`config.mk`:
```
export PLATFORM = sky130hd
export DESIGN_NAME = dispctl_regbank
export DESIGN_NICKNAME = d
export VERILOG_FILES = /design/src/rtl/dispctl_regbank.sv
export SDC_FILE = /design/constraint.sdc
export NUM_CORES = 1
export LEC_CHECK = 0
export CAP_MARGIN = 20
export CORE_MARGIN = 1.5
export CORE_UTILIZATION = 39
export DETAILED_ROUTE_END_ITERATION = 16
export PLACE_DENSITY = 0.84
export SYNTH_ARGS = -nofsm -noshare
export SYNTH_HDL_FRONTEND = slang
export SYNTH_SLANG_ARGS = --single-unit
```
`constraint.sdc`:
```
create_clock -name clk -period 3.1 [get_ports clk]
set_clock_uncertainty 0.15 [all_clocks]
set_input_delay 0.465 -clock clk [delete_from_list [all_inputs] [get_ports clk]]
set_output_delay 0.465 -clock clk [all_outputs]
set_load 0.01 [all_outputs]
```
`src/rtl/dispctl_regbank.sv`:
```
module dispctl_regbank #(
  parameter int ADDR_W = 8
) (
  input  logic              clk,
  input  logic              rst_n,
  input  logic              wr_en,
  input  logic              rd_en,
  input  logic [ADDR_W-1:0] addr,
  input  logic [31:0]       wdata,
  input  logic              fifo_empty,
  output logic [31:0]       rdata,
  output logic              run,
  output logic              master,
  output logic [1:0]        word_len,
  output logic [1:0]        bus_width,
  output logic              data_sel,
  output logic              dotclk_mode,
  output logic              vsync_mode,
  output logic              bypass_cnt,
  output logic              clk_gate,
  output logic              soft_rst,
  output logic [3:0]        lane_mask,
  output logic              fifo_clr
);

  localparam int IDX_W = ADDR_W - 4;
  localparam logic [31:0] CTRL_MASK = 32'hC00F_0F21;
  localparam logic [31:0] AUX_MASK  = 32'h000F_0000;
  localparam logic [31:0] SRST_KEEP = 32'hC000_0000;
  localparam int CLR_BIT = 21;

  logic [31:0] ctrl_q, aux_q, ctrl_w, ctrl_d, aux_d, rdata_d;
  logic        drain_q, drain_d, clr_d;

  function automatic logic [31:0] merge(input logic [31:0] cur, input logic [31:0] d,
                                        input logic [1:0] v, input logic [31:0] m);
    case (v)
      2'b00:   return d & m;
      2'b01:   return (cur | d) & m;
      default: return cur & ~d & m;
    endcase
  endfunction

  wire             aligned  = (addr[1:0] == 2'b00);
  wire [1:0]       view     = addr[3:2];
  wire [IDX_W-1:0] idx      = addr[ADDR_W-1:4];
  wire             hit_ctrl = aligned && (idx == IDX_W'(0));
  wire             hit_aux  = aligned && (idx == IDX_W'(1));
  wire             wr_ok    = wr_en && (view != 2'b11);
  wire             in_srst  = ctrl_q[31];

  assign ctrl_w = (wr_ok && hit_ctrl) ? merge(ctrl_q, wdata, view, CTRL_MASK) : ctrl_q;

  wire drain_set  = ctrl_q[0] & ctrl_q[17] & ctrl_w[0] & ~ctrl_w[17];
  wire drain_done = drain_q & fifo_empty;

  always_comb begin
    ctrl_d    = ctrl_w;
    ctrl_d[0] = ctrl_w[0] & ~drain_done;
    if (in_srst) ctrl_d = ctrl_d & SRST_KEEP;
  end

  assign drain_d = ((drain_q & ~drain_done) | drain_set) & ctrl_d[0] & ~ctrl_d[17];

  assign aux_d = in_srst ? 32'd0 :
                 (wr_ok && hit_aux) ? merge(aux_q, wdata, view, AUX_MASK) : aux_q;

  assign clr_d = wr_ok && hit_aux && (view != 2'b10) && wdata[CLR_BIT] && !in_srst;

  assign rdata_d = !rd_en   ? 32'd0 :
                   hit_ctrl ? ctrl_q :
                   hit_aux  ? aux_q  : 32'd0;

  always_ff @(posedge clk or negedge rst_n) begin
    if (!rst_n) begin
      ctrl_q   <= '0;
      aux_q    <= '0;
      drain_q  <= 1'b0;
      fifo_clr <= 1'b0;
      rdata    <= '0;
    end else begin
      ctrl_q   <= ctrl_d;
      aux_q    <= aux_d;
      drain_q  <= drain_d;
      fifo_clr <= clr_d;
      rdata    <= rdata_d;
    end
  end

  assign run         = ctrl_q[0];
  assign master      = ctrl_q[5];
  assign word_len    = ctrl_q[9:8];
  assign bus_width   = ctrl_q[11:10];
  assign data_sel    = ctrl_q[16];
  assign dotclk_mode = ctrl_q[17];
  assign vsync_mode  = ctrl_q[18];
  assign bypass_cnt  = ctrl_q[19];
  assign clk_gate    = ctrl_q[30];
  assign soft_rst    = ctrl_q[31];
  assign lane_mask   = aux_q[19:16];

  p_clr_cause_r5: assert property (@(posedge clk) disable iff (!rst_n)
    fifo_clr |-> $past(wr_en && hit_aux && wdata[CLR_BIT]));

  p_drain_hold_r6: assert property (@(posedge clk) disable iff (!rst_n)
    (run && !dotclk_mode && !fifo_empty && !wr_en && !soft_rst) |=> run);

  p_srst_clears_r7: assert property (@(posedge clk) disable iff (!rst_n)
    soft_rst |=> (!run && !dotclk_mode && word_len == 2'b00 && lane_mask == 4'h0 && !fifo_clr));

  p_idle_read_r8: assert property (@(posedge clk) disable iff (!rst_n)
    !rd_en |=> (rdata == 32'd0));

  p_dead_view_r3: assert property (@(posedge clk) disable iff (!rst_n)
    (wr_en && addr[3:2] == 2'b11 && !soft_rst && !drain_q) |=> ($stable(ctrl_q) && $stable(aux_q)));

endmodule

```
# --- After elaboration in Yosys (flattened, before gate mapping) ---
# Cells that the tools add are included.
totals:
  input_bits: 45
  word_cells: 50
  register_bits: 98
  output_inout_bits: 49
classes:
  n_reduce_logical: 14
  n_mux: 9
  n_bitwise: 17
  n_eq_ne: 4
op_table:
  columns: ["operator", "n"]
  rows:
  - ["$mux W32", 6]
  - ["$pmux W32 S2", 1]
  - ["$pmux W20 S2", 1]
  - ["$and A32 B32 Y32", 1]
  - ["$not A32 Y32", 1]
  - ["$or A32 B32 Y32", 1]
  - ["$mux W30", 1]
  - ["$and A20 B20 Y20", 1]
  - ["$or A20 B20 Y20", 1]
  - ["$and A1 B1 Y1", 8]
  - ["$logic_and A1 B1 Y1", 8]
  - ["$eq A4 B1 Y1 const B", 1]
  - ["$logic_not A2 Y1", 2]
  - ["$logic_not A4 Y1", 1]
  - ["$ne A2 B2 Y1 const B", 2]
  - ["$reduce_bool A2 Y1", 2]
  - ["$not A1 Y1", 3]
  - ["$eq A2 B1 Y1 const B", 1]
  - ["$logic_not A1 Y1", 1]
  - ["$or A1 B1 Y1", 1]

# --- Logic depth before layout (Yosys ltp) ---
depth:
  ltp_word: 9
  mapped_depth: 6
  depth_no_buf: 4

# --- Worst setup path after synthesis ---
# Ideal clock, no wire load.
synth_timing:
  path_kind: "input-to-reg"
  from: "input addr[4]"
  to: "register ctrl_q[16]"
  arrival_ns: 1.780
  required_ns: 2.814
  stages: 6
  setup_ns: 0.136
  slack_ns: 1.033
  n_path_buf: 2
  cell_sequence: "buf_6 > or4b_4 > or3_1 > buf_2 > o21ai_1 > a21oi_1"
synth_via:
  elab_chain_len: 4
synth_rtl:
  columns: ["item", "line", "source"]
  rows:
  - ["from (decl)", "8", "input logic [ADDR_W-1:0] addr,"]
  - ["$logic_not A4 Y1", "47", "wire hit_ctrl = aligned && (idx == IDX_W'(0));"]
  - ["$logic_and A1 B1 Y1", "47", null]
  - ["$logic_and A1 B1 Y1", "52", "assign ctrl_w = (wr_ok && hit_ctrl) ? merge(ctrl_q, wdata, view, CTRL_MASK) : ctrl_q;"]
  - ["$reduce_bool A2 Y1 (no source line)", null, null]
  - ["to (signal assigned)", "82", "ctrl_q <= ctrl_d;"]
  - ["to (decl)", "32", "logic [31:0] ctrl_q, aux_q, ctrl_w, ctrl_d, aux_d, rdata_d;"]
# No other way between the ends.
# A chain may end at the register's enable or synchronous reset.

# --- Worst setup path after layout ---
layout_timing:
  from: "input addr[7]"
  to: "register aux_q[16]"
layout_via:
  elab_chain_len: 4
layout_rtl:
  columns: ["item", "line", "source"]
  rows:
  - ["$eq A4 B1 Y1", "48", "wire hit_aux = aligned && (idx == IDX_W'(1));"]
  - ["$logic_and A1 B1 Y1", "48", null]
  - ["$logic_and A1 B1 Y1", "66", "(wr_ok && hit_aux) ? merge(aux_q, wdata, view, AUX_MASK) : aux_q;"]
  - ["$reduce_bool A2 Y1 (no source line)", null, null]
  - ["to (signal assigned)", "83", "aux_q <= aux_d;"]
  - ["to (decl)", "32", null]
# No other way between the ends.

==> results.json <==
{
  "status": "finished, final reports clean",
  "wire_per_inst_um": 13.2,
  "wirelength_um": 3350,
  "ys_warn_count": 0,
  "cts_root_buf": "clkbuf_8",
  "coreArea_um2": 3690,
  "antenna_found_initial": 0,
  "cts.path.max_buffers": 2,
  "die_w_um": 65.2,
  "avgSynthCellArea_um2": 10.2,
  "grtUsageTotal_pct": 16.3,
  "synth-async-reset-ratio_pct": 100,
  "insertedDiodeCount": 0,
  "initial_utilization_pct": 40.9,
  "rrSetupSlack_ns": 1.83,
  "maxSlewViolCount": 0,
  "setup_tns_ns": 0,
  "maxCapViolCount": 0,
  "final.min_clock_period_ns": 2.36,
  "slew_headroom_pct": 57.5,
  "grt_max_degree": 32,
  "arrival_ns": 2.34,
  "synth_seq_cells": 31,
  "io_pins": 94,
  "syn_inst": 148,
  "ir_drop_mv": 0.349,
  "setup_violations": 0,
  "cts.sinks": 31,
  "hold_class": "register to register",
  "pwr_density_cell_nw_per_um2": 393,
  "place_ws_ns": 0.421,
  "worstHoldPathCells": 1,
  "layout.nets": 252,
  "cts-resized-gates": 0,
  "die_y_um": 65.2,
  "grt_pass1_vias": 1144,
  "routabilityCongestion": 0.663,
  "io_buffer_count": 74,
  "netlist_area_um2": 1510,
  "synth_edf_count": 0,
  "worstSetupPathType": "input pin to register",
  "synthesis.nets": 193,
  "cts_max_level": 2,
  "std_cell_rows": 22,
  "vias_per_cell": 4.89,
  "drtAntennaViolNets": 0,
  "dieArea_um2": 4250,
  "p_leak_nw": 0.928,
  "rsz0062_at_grt": "no",
  "placed_area_um2": 2160,
  "first_pass_iters": 4,
  "grt_first_pass_wirelength_um": 5220,
  "syn2layout_area_growth_pct": 48.8,
  "start_kind": "input pin",
  "endpoint_kind": "register",
  "gr-total-overflow": 0,
  "nFillCells": 331,
  "synth-main-ff-cell": "dfrtp_1",
  "min_period_over_period_pct": 76.2,
  "cts_tree": "done",
  "yosysSeqAreaShare_pct": 51.4,
  "tightest_slew_ns": 0.637,
  "dp_hpwl_um": 2490,
  "insertion_delay_ns": 0.27,
  "synth.distinct_cells": 29,
  "fmaxAchievable_mhz": 423,
  "r2r_cells": 1,
  "required_ns": 3.07,
  "cp_max_fo": 4,
  "cts_hold_buf": 0,
  "drc": 0,
  "timing.final.ws_setup_ns": 0.739,
  "cts_made_buffers": 5,
  "via_count": 1247,
  "drtIter0Drc": 35,
  "final_area_um2": 2240,
  "clkTransAtPathRegs_ns": 0.07,
  "drive_gt1_share_pct": 8.70,
  "cts_post_setup_buffers_inserted": 0,
  "hold_violations": 0
}
## cells by family after synthesis
family                 Yosys count  synth area share [%]
other                            1                 0.249
flip-flops                      31                  51.4
buffers and inverters           25                  11.6
AO/OA/AOI/OAI                   31                  11.6
AND/OR/NAND/NOR                 53                  20.4
multiplexers                     7                  4.73
## synth_stat cells (2+ instances only)
| cell type | instances | area [µm²] |
|---|---|---|
| a21oi_1 | 12 | 60.1 |
| and2_1 | 8 | 50.1 |
| buf_2 | 2 | 10.0 |
| buf_4 | 19 | 143 |
| clkbuf_1 | 2 | 7.51 |
| dfrtp_1 | 31 | 776 |
| mux2i_1 | 6 | 60.1 |
| nand2_1 | 18 | 67.6 |
| nor2_1 | 5 | 18.8 |
| nor2b_1 | 11 | 68.8 |
| o21ai_1 | 14 | 70.1 |
| or3_1 | 2 | 12.5 |
| or4_1 | 2 | 15.0 |
## power by group
part / switching, W / internal (W)
registers: 0.0000167 / 0.000416
clock network: 0.000138 / 0.000174
logic: 0.0000544 / 0.0000839
total: 0.000209 / 0.000674
## metrics by stage
| stage | hold slack [ns] | utilization [%] | std cells | total power (W) |
|---|---|---|---|---|
| 2_1_floorplan | 0.0194 | - | 148 | 0.000497 |
| 3_3_place_gp | 0.300 | 58.5 | 248 | 0.000577 |
| 3_5_place_dp | 0.314 | 58.5 | 248 | 0.000580 |
| 4_1_cts | 0.324 | 60.9 | 255 | 0.000887 |
| 5_1_grt | 0.350 | 60.9 | 255 | 0.000914 |
| 6_report | 0.332 | 60.9 | 255 | 0.000883 |
## final cells by class
class,instances,area [µm²],area share [%]
multi-input cells,92,558,24.9
flip-flops and latches,31,776,34.6
clock inverters,1,5.00,0.223
well taps,48,60.1,2.68
clock buffers,6,82.6,3.68
repair buffers,77,763,34.0
## routing by layer
metal / share of wire (%) / up-vias / track usage (%) / routed length [µm]
met2: 49 / 55 / 28.8 / 1630
met5: 0 / - / 0 / 0
li1: - / 600 / - / -
met1: 43 / 588 / 19.0 / 1450
met3: 7.5 / 4 / 4.97 / 251
met4: 0.63 / 0 / 4.69 / 21
## registers in the layout (all words and copies together) (netlist names)
name / count
rdata: 13
fifo_clr: 1
drain_q: 1
aux_q: 4
ctrl_q: 12
## worst paths after layout
check	start	end
worst max-delay path	addr[7]	aux_q[16]
worst min-delay path	drain_q	ctrl_q[0]
worst max register to register	ctrl_q[31]	fifo_clr
worst min register to register	drain_q	ctrl_q[0]
max in group asynchronous	rst_n	rdata[17]
min in group asynchronous	rst_n	ctrl_q[19]
## critical path: stages
cell,delay [ns]
clkdlybuf4s50_1,0.41
or4_1,0.60
or4_1,0.59
o21ai_1,0.19
a21oi_1,0.08
## placed cells by master, fill, tap and decap left out, types with 5 or more instances in the layout
cell type and count:
a21oi_1 12, and2_1 8, clkbuf_8 6, clkdlybuf4s50_1 74, dfrtp_1 31, mux2i_1 6
nand2_1 18, nor2_1 5, nor2b_1 11, o21ai_1 14
No activity file was read; power rests on OpenSTA's default activity.
